--- src/rtl/uart_rx_pkg.sv ---
package uart_rx_pkg;

    localparam int CHAR_BITS   = 8;
    localparam int CTRL_W      = 8;
    localparam int STS_CLR_BIT = 3;
    localparam int MODE_W      = 3;

    typedef enum logic [MODE_W-1:0] {
        PM_EVEN  = 3'd0,
        PM_ODD   = 3'd1,
        PM_SPACE = 3'd2,
        PM_MARK  = 3'd3,
        PM_NONE  = 3'd4
    } par_mode_e;

    typedef enum logic [2:0] {
        ST_IDLE,
        ST_START,
        ST_DATA,
        ST_PAR,
        ST_STOP
    } rx_state_e;

    typedef struct packed {
        logic [CHAR_BITS-1:0] data;
        logic                 par_bad;
    } rx_char_t;

    function automatic logic parity_on(input logic [MODE_W-1:0] mode);
        return mode < MODE_W'(PM_NONE);
    endfunction

    function automatic logic parity_expected(input logic [MODE_W-1:0] mode,
                                             input logic [CHAR_BITS-1:0] data);
        logic res;
        case (mode)
            MODE_W'(PM_EVEN):  res = ^data;
            MODE_W'(PM_ODD):   res = ~^data;
            MODE_W'(PM_SPACE): res = 1'b0;
            default:           res = 1'b1;
        endcase
        return res;
    endfunction

endpackage

--- src/rtl/rx_line_sync.sv ---
module rx_line_sync #(
    parameter int STAGES = 2
) (
    input  logic clk,
    input  logic rst,
    input  logic line_in,
    output logic line_out
);
    logic [STAGES-1:0] sr;

    generate
        if (STAGES == 1) begin : g_single
            always_ff @(posedge clk) begin
                if (rst) sr <= '1;
                else     sr <= line_in;
            end
        end else begin : g_chain
            always_ff @(posedge clk) begin
                if (rst) sr <= '1;
                else     sr <= {sr[STAGES-2:0], line_in};
            end
        end
    endgenerate

    assign line_out = sr[STAGES-1];
endmodule

--- src/rtl/rx_frame_fsm.sv ---
module rx_frame_fsm
    import uart_rx_pkg::*;
#(
    parameter int OSR = 16
) (
    input  logic              clk,
    input  logic              rst,
    input  logic              tick,
    input  logic              line,
    input  logic [MODE_W-1:0] mode_in,
    output logic              done,
    output rx_char_t          chr,
    output logic              par_on
);
    localparam int CNT_W = $clog2(OSR);
    localparam int BN_W  = $clog2(CHAR_BITS);
    localparam logic [CNT_W-1:0] MID      = CNT_W'(OSR / 2);
    localparam logic [CNT_W-1:0] VOTE_LO  = CNT_W'(OSR / 2 - 1);
    localparam logic [CNT_W-1:0] VOTE_HI  = CNT_W'(OSR / 2 + 1);
    localparam logic [CNT_W-1:0] CNT_LAST = CNT_W'(OSR - 1);
    localparam logic [BN_W-1:0]  BIT_LAST = BN_W'(CHAR_BITS - 1);

    rx_state_e            state;
    logic [CNT_W-1:0]     cnt;
    logic [CNT_W-1:0]     cnt_nx;
    logic [BN_W-1:0]      bitn;
    logic [CHAR_BITS-1:0] shreg;
    logic                 par_q;
    logic [MODE_W-1:0]    mode_q;
    logic                 prev_line;
    logic [1:0]           vote;
    logic [1:0]           vote_nx;
    logic                 in_window;

    assign cnt_nx    = (cnt == CNT_LAST) ? '0 : cnt + 1'b1;
    assign in_window = (cnt_nx >= VOTE_LO) && (cnt_nx <= VOTE_HI);
    assign vote_nx   = vote + {1'b0, ~line};

    always_ff @(posedge clk) begin
        if (rst) begin
            state     <= ST_IDLE;
            cnt       <= '0;
            bitn      <= '0;
            shreg     <= '0;
            par_q     <= 1'b0;
            mode_q    <= MODE_W'(PM_NONE);
            prev_line <= 1'b1;
            vote      <= '0;
        end else if (tick) begin
            prev_line <= line;
            case (state)
                ST_IDLE: begin
                    if (prev_line && !line) begin
                        state  <= ST_START;
                        cnt    <= CNT_W'(1);
                        vote   <= '0;
                        mode_q <= mode_in;
                    end
                end
                ST_START: begin
                    cnt <= cnt_nx;
                    if (in_window) vote <= vote_nx;
                    if (cnt_nx == VOTE_HI) begin
                        if (vote_nx >= 2'd2) begin
                            state <= ST_DATA;
                            bitn  <= '0;
                        end else begin
                            state <= ST_IDLE;
                        end
                    end
                end
                ST_DATA: begin
                    cnt <= cnt_nx;
                    if (cnt_nx == MID) begin
                        shreg <= {line, shreg[CHAR_BITS-1:1]};
                        bitn  <= bitn + 1'b1;
                        if (bitn == BIT_LAST)
                            state <= parity_on(mode_q) ? ST_PAR : ST_STOP;
                    end
                end
                ST_PAR: begin
                    cnt <= cnt_nx;
                    if (cnt_nx == MID) begin
                        par_q <= line;
                        state <= ST_STOP;
                    end
                end
                ST_STOP: begin
                    cnt <= cnt_nx;
                    if (cnt_nx == MID) state <= ST_IDLE;
                end
                default: state <= ST_IDLE;
            endcase
        end
    end

    assign par_on      = parity_on(mode_q);
    assign done        = tick && (state == ST_STOP) && (cnt_nx == MID);
    assign chr.data    = shreg;
    assign chr.par_bad = par_on && (par_q != parity_expected(mode_q, shreg));
endmodule

--- src/rtl/rx_status_regs.sv ---
module rx_status_regs
    import uart_rx_pkg::*;
(
    input  logic                 clk,
    input  logic                 rst,
    input  logic                 done,
    input  rx_char_t             chr,
    input  logic                 rd,
    input  logic                 clr,
    output logic [CHAR_BITS-1:0] hold,
    output logic                 ready,
    output logic                 ovr,
    output logic                 perr
);
    always_ff @(posedge clk) begin
        if (rst) begin
            hold  <= '0;
            ready <= 1'b0;
            ovr   <= 1'b0;
            perr  <= 1'b0;
        end else begin
            if (done)      hold <= chr.data;

            if (done)      ready <= 1'b1;
            else if (rd)   ready <= 1'b0;

            if (done && ready && !rd) ovr <= 1'b1;
            else if (clr)             ovr <= 1'b0;

            if (done && chr.par_bad)  perr <= 1'b1;
            else if (clr)             perr <= 1'b0;
        end
    end
endmodule

--- src/rtl/uart_rx_status.sv ---
module uart_rx_status
    import uart_rx_pkg::*;
#(
    parameter int OSR         = 16,
    parameter int SYNC_STAGES = 2
) (
    input  logic                 clk,
    input  logic                 rst,
    input  logic                 os_tick,
    input  logic                 rxd,
    input  logic                 rd_strobe,
    input  logic                 ctrl_wr,
    input  logic [CTRL_W-1:0]    ctrl_wdata,
    input  logic [MODE_W-1:0]    par_mode,
    output logic [CHAR_BITS-1:0] rx_data,
    output logic                 rx_ready,
    output logic                 rx_overrun,
    output logic                 rx_par_err
);
    logic     line_s;
    logic     char_done;
    rx_char_t char_q;
    logic     frame_par_on;
    logic     status_clr;
    logic     ctrl_unused;

    assign status_clr  = ctrl_wr && ctrl_wdata[STS_CLR_BIT];
    assign ctrl_unused = &{1'b0, ctrl_wdata};

    rx_line_sync #(.STAGES(SYNC_STAGES)) u_sync (
        .clk      (clk),
        .rst      (rst),
        .line_in  (rxd),
        .line_out (line_s)
    );

    rx_frame_fsm #(.OSR(OSR)) u_fsm (
        .clk     (clk),
        .rst     (rst),
        .tick    (os_tick),
        .line    (line_s),
        .mode_in (par_mode),
        .done    (char_done),
        .chr     (char_q),
        .par_on  (frame_par_on)
    );

    rx_status_regs u_sts (
        .clk   (clk),
        .rst   (rst),
        .done  (char_done),
        .chr   (char_q),
        .rd    (rd_strobe),
        .clr   (status_clr),
        .hold  (rx_data),
        .ready (rx_ready),
        .ovr   (rx_overrun),
        .perr  (rx_par_err)
    );
endmodule

--- config.mk ---
export PLATFORM = sky130hd
export DESIGN_NAME = uart_rx_status
export DESIGN_NICKNAME = d
export VERILOG_FILES = /design/src/rtl/uart_rx_pkg.sv /design/src/rtl/rx_line_sync.sv /design/src/rtl/rx_frame_fsm.sv /design/src/rtl/rx_status_regs.sv /design/src/rtl/uart_rx_status.sv
export SDC_FILE = /design/constraint.sdc
export NUM_CORES = 1
export LEC_CHECK = 0
export CAP_MARGIN = 10
export CORE_MARGIN = 1.5
export CORE_UTILIZATION = 55
export CTS_CLUSTER_DIAMETER = 50
export DETAILED_ROUTE_END_ITERATION = 8
export PLACE_DENSITY_LB_ADDON = 0.3
export SLEW_MARGIN = 10
export SYNTH_ARGS = -nofsm -noshare
export SYNTH_HDL_FRONTEND = slang
export SYNTH_SLANG_ARGS = --single-unit
--- constraint.sdc ---
create_clock -name clk -period 2.55 [get_ports clk]
set_input_delay 0.765 -clock clk [delete_from_list [all_inputs] [get_ports clk]]
set_output_delay 0.765 -clock clk [all_outputs]
set_load 0.01 [all_outputs]
=== Word level (Yosys, flattened, before mapping) ===
Index checks and enable logic that the tools add are counted.

* Flip-flop bits (word level): 38
* Bits of input ports: 17
* Output and inout port bits: 11
* Word-level logic and storage cells: 94

* Add/subtract/negate cells: 3
* Order comparisons: 4
* Equality and inequality tests: 19
* Muxes and demuxes: 25
* Bitwise operators: 1
* Reduce and logical (&&, ||, !) cells: 29

{| class="wikitable"
|+ Operators by type and width
! kind !! count
|-
| two-way mux 3 bit || 10
|-
| != test 2 x 1 -> 1 bit (second input constant) || 8
|-
| one-hot mux 3 bit (5 select lines) || 1
|-
| equality test 4 bit (second input constant) || 3
|-
| AND reduction 3 bit || 4
|-
| nonzero test 2 bit || 6
|-
| equality test 3 x 2 -> 1 bit (second input constant) || 3
|-
| logical AND 1 bit || 9
|-
| two-way mux 4 bit || 2
|-
| one-hot mux 4 bit (2 select lines) || 1
|-
| XNOR reduction 8 bit || 1
|-
| XOR reduction 8 bit || 1
|-
| AND reduction 7 bit || 1
|-
| equality test 3 x 1 -> 1 bit (second input constant) || 2
|-
| equality test 3 bit (second input constant) || 2
|-
| zero test 3 bit || 2
|-
| two-way mux 2 bit || 3
|-
| one-hot mux 3 bit (2 select lines) || 1
|-
| two-way mux 1 bit || 5
|-
| AND reduction 5 bit || 1
|-
| adder 4 x 1 -> 4 bit (second input constant) || 1
|-
| >= comparator 4 x 3 -> 1 bit (second input constant) || 1
|-
| <= comparator 4 bit (second input constant) || 1
|-
| one-hot mux 2 bit (2 select lines) || 1
|-
| other kinds (10) || 11
|}

=== Logic depth before layout (Yosys ltp) ===
Gate-level depths: netlist of the first run.

* Depth in word-level cells: 7
* Mapped depth: 7
* Mapped depth without buffers: 7

=== Hierarchy ===
Synthesis of the first run repeated with hierarchy kept, for this count alone.

* Cell total of the unflattened synthesis: 209
* Area, all modules: 1883.1 µm²

{| class="wikitable"
|+ Modules (own cells, without submodules)
! module !! times used !! cells each !! area each (µm²) !! seq. area each (µm²)
|-
| rx_frame_fsm || 1 || 167 || 1423.9 || 500.5
|-
| rx_status_regs || 1 || 37 || 400.4 || 220.2
|-
| rx_line_sync || 1 || 4 || 52.6 || 40.0
|-
| uart_rx_status || 1 || 1 || 6.3 || 0.0
|}

=== Worst setup path after synthesis of the first run ===
Ideal clock, no wire load.

* Kind: input port to flip-flop
* Start point: input os_tick
* End point: register u_fsm.vote[1]
* Library setup time: 0.131 ns
* Arrival time: 1.777 ns
* Required time: 2.419 ns
* Setup slack: 0.642 ns
* Stages: 6
* Buffers on the path: 1
* Cell sequence: clkbuf_1 > nor2b_1 > o211ai_1 > a31oi_1 > a21bo_2 > a21oi_1

* Cells in the longest elaborated chain, start to end: 1

{| class="wikitable"
|+ Ends and longest elaborated chain
! item !! RTL line !! RTL
|-
| start, declared || uart_rx_status.sv:9 || <nowiki>input logic os_tick,</nowiki>
|-
| AND reduction 4 bit (no line) || n/a ||
|-
| end signal, assigned || rx_frame_fsm.sv:62 || <nowiki>if (in_window) vote <= vote_nx;</nowiki>
|-
| end, declared || rx_frame_fsm.sv:31 || <nowiki>logic [1:0] vote;</nowiki>
|}

No other way between the ends.
A chain may end at the register's enable or synchronous reset.

=== Worst setup path after layout of the first run ===
* Start point: register u_fsm.cnt[1]
* End point: register u_fsm.state[1]

* Cells in the longest elaborated chain, start to end: 5
* Elaborated cells on any way between the ends: 10
* Those cells by class: add/sub (1); eq/ne (7); mux (1); reduce/logical (1)

{| class="wikitable"
|+ Ends and longest elaborated chain
! item !! RTL line !! RTL
|-
| start, declared || rx_frame_fsm.sv:24 || <nowiki>logic [CNT_W-1:0] cnt;</nowiki>
|-
| start signal, assigned || rx_frame_fsm.sv:61 || <nowiki>cnt <= cnt_nx;</nowiki>
|-
| start signal, assigned || rx_frame_fsm.sv:73 || <nowiki>cnt <= cnt_nx;</nowiki>
|-
| start signal, assigned || rx_frame_fsm.sv:82 || <nowiki>cnt <= cnt_nx;</nowiki>
|-
| adder 4 x 1 -> 4 bit or equality test 4 bit (tied branches) || rx_frame_fsm.sv:35 || <nowiki>assign cnt_nx = (cnt == CNT_LAST) ? '0 : cnt + 1'b1;</nowiki>
|-
| two-way mux 4 bit (*) || rx_frame_fsm.sv:35 ||
|-
| equality test 4 bit, on equally long branches || n/a ||
|-
| != test 2 x 1 -> 1 bit (no line) || n/a ||
|-
| AND reduction 7 bit (no line) (*) || n/a ||
|-
| end signal, assigned || rx_frame_fsm.sv:78 || <nowiki>state <= parity_on(mode_q) ? ST_PAR : ST_STOP;</nowiki>
|-
| end, declared || rx_frame_fsm.sv:23 || <nowiki>rx_state_e state;</nowiki>
|}

Mark *: on every way between the ends. The rest lies on a longest branch, timed or not.

==> flow_summary.yaml, run 1 <==
yosys:
  yosysSeqAreaShare: 0.3902
  syn_area_per_cell_um2: 8.861
  synth-edff-count: 0
  netlist-cell-type-count: 53
  dominantRegCellSynth: "dfxtp_1"
  synthCells: 220
  synth_commonest_cells: "dfxtp_1 (38), nand2_1 (27), nor2_1 (17), a21oi_1 (15), mux2i_1 (15)"
  yosys_warnings: 0
  async_flop_share: 0
  syn-num-nets: 243
  yosysTopAreaCellShare: 0.3902
  synth_area_leader_cell: "dfxtp_1"
  netlist_area_um2: 1949
  ys_ff_latch: 38
  ys_top_cells_by_area: "dfxtp_1 (39%), mux2i_1 (7.7%), nand2_1 (5.2%), a21oi_1 (3.9%), ha_1 (3.9%)"
  yosysMostFrequentCell: "dfxtp_1"
setup_path:
  regToRegStartpoint: "u_fsm.cnt[1]"
  crit_fanout: 12
  cp-start-kind: "register"
  critPathCaptureType: "register"
  critical_path_class: "register to register"
  r2r_setup_slack_ps: 450
  cp.required_ps: 2810
  r2r_cells: 6
  cp-endpoint: "u_fsm.state[1]"
  crit_start: "u_fsm.cnt[1]"
  worstPathArrival_ps: 2360
  worstReg2RegEnd: "u_fsm.state[1]"
outcome:
  status: "finished clean"
pwr:
  peakVddDrop_v: 0.0003168
  leakagePower_nw: 0.8881
  powerDensity_nw_per_um2: 485.3
sta:
  slew_headroom: 0.6705
  fin_setup_tns_ps: 0
  finalCritPeriodShare: 0.8239
  setup_viol: 0
  setup_ws_ps: 449.1
  worst_slew_pin_slew_ps: 493.6
  rsz0062_at_grt: "false"
  final.min_clock_period_ps: 2101
  finClkSkew_ps: 7.297
  final_hold_viol_count: 0
  slew_violations: 0
  fmax_ghz: 0.4760
clock_tree:
  cts_setup_buffers: 0
  cts.path.max_buffers: 2
  clk-insertion-delay-late_ps: 350
  cts_buffers: 5
  clkSinkCount: 38
  ctsHtreeMaxLevel: 2
  hold_buffers: 0
  clockRootBuffer: "clkbuf_4"
  clk_pin_slew_ps: 110
  tritoncts: "yes"
  cts_resized: 0
layout:
  diodes: 0
  seq_area_um2: 760.7
  finalNetCount: 261
  fin_util: 0.6734
  drive_gt1_frac: 0.09664
  multi_input_area_um2: 1100
  area_growth_pct: 16.17
  num-fill-cells: 302
placement:
  gp_congestion: 0.8490
  dp_hpwl_mm: 2.683
  io_buffers: 20
  dpl_worst_slack_ps: 268.7
detailed_routing:
  ant_nets: 0
  firstDrtPassIters: 5
  drt-total-wl_mm: 3.862
  viasPerCell: 5.644
  post-route-drc-count: 0
  vias: 1603
  routedWlPerCell_um: 13.60
  first_iter_violations: 82
floorplanning:
  die_w_um: 62.54
  fp.dieArea_um2: 3911
  start_util: 0.5796
  coreArea_um2: 3363
  row_count: 21
  die_h_um: 62.54
  io_pins: 28
worst_hold_path:
  hp-class: "register to register"
  hold-path-cell-count: 1
grt:
  gr-total-overflow: 0
  grt_max_degree: 45
  grt_usage: 0.2155
  grt_first_pass_wirelength_mm: 6.630
  antenna_found_initial: 0
  grt_pass1_vias: 1470
job:
  maxCapViolCount: 0
[registers in the layout (all words and copies together), names as in the netlist]
signal / cells
u_fsm.shreg: 8
u_sts.hold: 8
u_fsm.cnt: 4
u_fsm.bitn: 3
u_fsm.mode_q: 3
u_fsm.state: 3
u_fsm.vote: 2
u_sync.sr: 2
u_fsm.par_q: 1
u_fsm.prev_line: 1
u_sts.ovr: 1
u_sts.perr: 1
u_sts.ready: 1
[power by group]
group / switching [mW] / internal [mW] / total (mW)
clock network: 0.195 / 0.228 / 0.424
registers: 0.00764 / 0.599 / 0.607
logic: 0.0341 / 0.0347 / 0.0688
total: 0.237 / 0.862 / 1.10
[cells by family after synthesis]
family	count (synthesis)	synth area share
AND/OR/NAND/NOR	88	0.2465
AO/OA/AOI/OAI	44	0.1573
flip-flops	38	0.3902
buffers and inverters	19	0.04557
multiplexers	15	0.07702
XOR/XNOR	10	0.04493
adder cells (fa/ha/maj)	6	0.03851
[critical path, cell delays in order, from the launching register on]
cell and delay [ps]:
dfxtp_1 480, ha_1 460, and4bb_2 310, a311oi_2 270, a211oi_2 120, a211o_1 320, o41ai_1 60
[layout make-up]
class,count,share of cell area
timing repair buffer,24,0.1072
multi-input combinational,163,0.4856
sequential,38,0.3359
clock buffer,6,0.02265
clock inverter,1,0.01326
inverter,6,0.009945
tap,46,0.02541
[per-layer routing]
metal	global-route usage	share of wire
met1	0.2600	0.45
met4	0.1139	0.027
met2	0.3401	0.47
met3	0.07207	0.054
met5	0	0
[stage by stage]
stage                     instance area [µm²]  std cells  hold WS, ps  power (mW)
after global routing                     2265        284        458.0       1.145
final                                    2265        284        427.5       1.099
after global placement                   2183        277        396.2      0.6858
after floorplan                          1949        220        389.5      0.6599
after CTS                                2265        284        433.0       1.107
after detailed placement                 2183        277        406.9      0.6879
[cell usage in the layout, fill, tap and decap left out, types with 3 or more instances in the layout]
master           instances
o21ai_0                  6
clkbuf_4                 5
xnor2_1                  8
nand2b_1                 7
a211o_1                  4
nor2_1                  17
inv_1                    6
nand3_1                  4
nand3b_1                 3
clkdlybuf4s50_1         20
buf_4                    3
or2_2                    3
nor2b_1                  5
dfxtp_1                 38
a21oi_1                 15
mux2i_1                 15
nand2_1                 27
ha_1                     6
[worst min path at each step]
stage / start / end / slack, ps
global placement: u_sync.sr[0] / u_sync.sr[1] / 400
finish: u_sync.sr[0] / u_sync.sr[1] / 430
detailed placement: u_sync.sr[0] / u_sync.sr[1] / 410
global route: u_sync.sr[0] / u_sync.sr[1] / 460
floorplan: u_sync.sr[0] / u_sync.sr[1] / 390
CTS: u_sync.sr[0] / u_sync.sr[1] / 430
Power figures use the tool's default switching activity.
==> inputs of run 2 (changes only) <==
--- a/config.mk
+++ b/config.mk
@@ -7,7 +7,7 @@
 export LEC_CHECK = 0
 export CAP_MARGIN = 10
 export CORE_MARGIN = 1.5
-export CORE_UTILIZATION = 55
+export CORE_UTILIZATION = 54
 export CTS_CLUSTER_DIAMETER = 50
 export DETAILED_ROUTE_END_ITERATION = 8
 export PLACE_DENSITY_LB_ADDON = 0.3
==> constraint.sdc (replaced) <==
create_clock -name clk -period 2.1 [get_ports clk]
set_input_delay 0.63 -clock clk [delete_from_list [all_inputs] [get_ports clk]]
set_output_delay 0.63 -clock clk [all_outputs]
set_load 0.01 [all_outputs]
==> run 2 against run 1 <==
  * Core utilization is 1.2 points higher
  * Largest power group unchanged
  * Sequential share of layout area decreased by 0.87 points
  * Critical path depth did not move
  * Die area grew 1.8%
  * Sequential cell count is the same
==> flow_summary.yaml, run 2 (same netlist as run 1, synthesis figures left out) <==
pwr:
  peakVddDrop_v: 0.0005297
  power_mw: 1.238
  powerDensity_nw_per_um2: 532.7
  leakagePower_nw: 0.9263
grt:
  grt_usage: 0.2128
  grt_first_pass_wirelength_mm: 6.768
  grt_pass1_vias: 1546
  antenna_found_initial: 0
  gr-total-overflow: 0
  grt_max_degree: 38
sta:
  fin_setup_tns_ps: 0
  final_hold_viol_count: 0
  hold_ws_ps: 420.9
  fmax_ghz: 0.5209
  worst_slew_pin_slew_ps: 347.1
  slew_headroom: 0.7668
  rsz0062_at_grt: "false"
  setup_viol: 0
  slew_violations: 0
  finalCritPeriodShare: 0.9142
  final.min_clock_period_ps: 1920
  finClkSkew_ps: 4.556
layout:
  layout_common_cells: "dfxtp_1 (38), nand2_1 (27), clkdlybuf4s50_1 (20)"
  area_growth_pct: 19.26
  final_area_um2: 2325
  final_common_cell: "dfxtp_1"
  finalNetCount: 271
  largestRegisters: "u_fsm.shreg (8), u_sts.hold (8), u_fsm.cnt (4)"
  drive_gt1_frac: 0.1406
  fin_cells: 295
  diodes: 0
outcome:
  status: "finished clean"
floorplanning:
  fp.dieArea_um2: 3979
  row_count: 21
  io_pins: 28
  die_h_um: 63.08
  start_util: 0.5751
  coreArea_um2: 3390
  die_w_um: 63.08
job:
  maxCapViolCount: 0
setup_path:
  worstPathArrival_ps: 2160
  critPathCaptureType: "register"
  crit_start: "u_fsm.cnt[1]"
  crit_fanout: 6
  r2r_cells: 6
  path_common_cell: "nand2_1"
  cpMaxStageDelayCell: "dfxtp_1"
  critical_path_class: "register to register"
  worstReg2RegEnd: "u_fsm.state[1]"
  cp.required_ps: 2340
  regToRegStartpoint: "u_fsm.cnt[1]"
  r2r_setup_slack_ps: 180
  cp-start-kind: "register"
  slowest_delay_ps: 390
  crit_chain: "buf_4 > and4b_2 > nand2_1 > a31oi_2 > nand2_1 > o41ai_1"
worst_hold_path:
  holdPathEnd: "u_sync.sr[1]"
  hp-class: "register to register"
  holdCritStartpoint: "u_sync.sr[0]"
  hold-path-cell-count: 1
placement:
  postPlaceCellArea_um2: 2258
  gp_congestion: 0.8234
  io_buffers: 20
  dp_cells: 287
  dp_hpwl_mm: 2.774
clock_tree:
  clk_pin_slew_ps: 120
  cts_setup_buffers: 0
  clkSinkCount: 38
  ctsHtreeMaxLevel: 2
  cts.path.max_buffers: 2
  cts_buffers: 5
  tritoncts: "yes"
  clk-insertion-delay-late_ps: 340
  clockRootBuffer: "clkbuf_4"
detailed_routing:
  drt-total-wl_mm: 3.903
  ant_nets: 0
  vias: 1603
  viasPerCell: 5.434
  first_iter_violations: 73
  routedWlPerCell_um: 13.23
  post-route-drc-count: 0
  firstDrtPassIters: 4
-- run 2: cell types whose count changed in the layout (fill, tap and decap cells not counted) --
cell and change:
ha_1 -1, buf_4 +10, bufinv_16 -1, clkinvlp_4 +1
ha_2 +1, clkinv_2 +1
-- run 2: how the worst max path moves through the flow --
stage               slack (ps)        endpoint  cells past startpoint
detailed placement         -70  u_fsm.state[1]                      6
finish                     180  u_fsm.state[1]                      6
CTS                        120  u_fsm.state[1]                      6
floorplan                  330   u_fsm.vote[1]                      6
global route                30  u_fsm.state[1]                      7
global placement            20   u_fsm.bitn[1]                      6
-- run 2: power by group --
group	switching [mW]	internal, mW	leakage, nW
Sequential	0.00580	0.728	0.307
Combinational	0.0460	0.0488	0.585
Clock	0.249	0.161	0.0343
-- run 2: metrics by stage --
| step | utilization | worst slack (ps) |
|---|---|---|
| finish | 0.6859 | 180.2 |
| global route | 0.6859 | 32.97 |
| CTS | 0.6851 | 116.6 |
| detailed placement | 0.6663 | -69.07 |
| global placement | 0.6663 | 21.10 |
| floorplan | - | 326.8 |
-- run 2: routing by layer --
layer	wire, µm	global-route usage	vias up
met2	1845	0.3630	26
met3	111	0.04286	4
li1	-	-	828
met1	1909	0.2616	745
met5	0	0	-
met4	36	0.08611	0
-- run 2: what timing repair did --
| action | in CTS | in global routing |
|---|---|---|
| hold buffers | 0 | 0 |
| setup endpoints to repair | 0 | 1 |
| gates resized for setup | 0 | 1 |
-- run 2: cell type report --
class	instances	area [µm²]
multi-input cells	163	1102
fillers	266	1065
flip-flops and latches	38	760.7
inverters	6	22.52
repair buffers	34	317.8
clock buffers	6	51.30
well taps	46	57.56
clock inverters	2	12.51
-- run 2: critical path, delay by kind of cell (launching register included) --
family | cells | cell delay (ps)
AO/OA/AOI/OAI | 2 | 670
buffers and inverters | 1 | 160
flip-flops | 1 | 390
AND/OR/NAND/NOR | 3 | 580
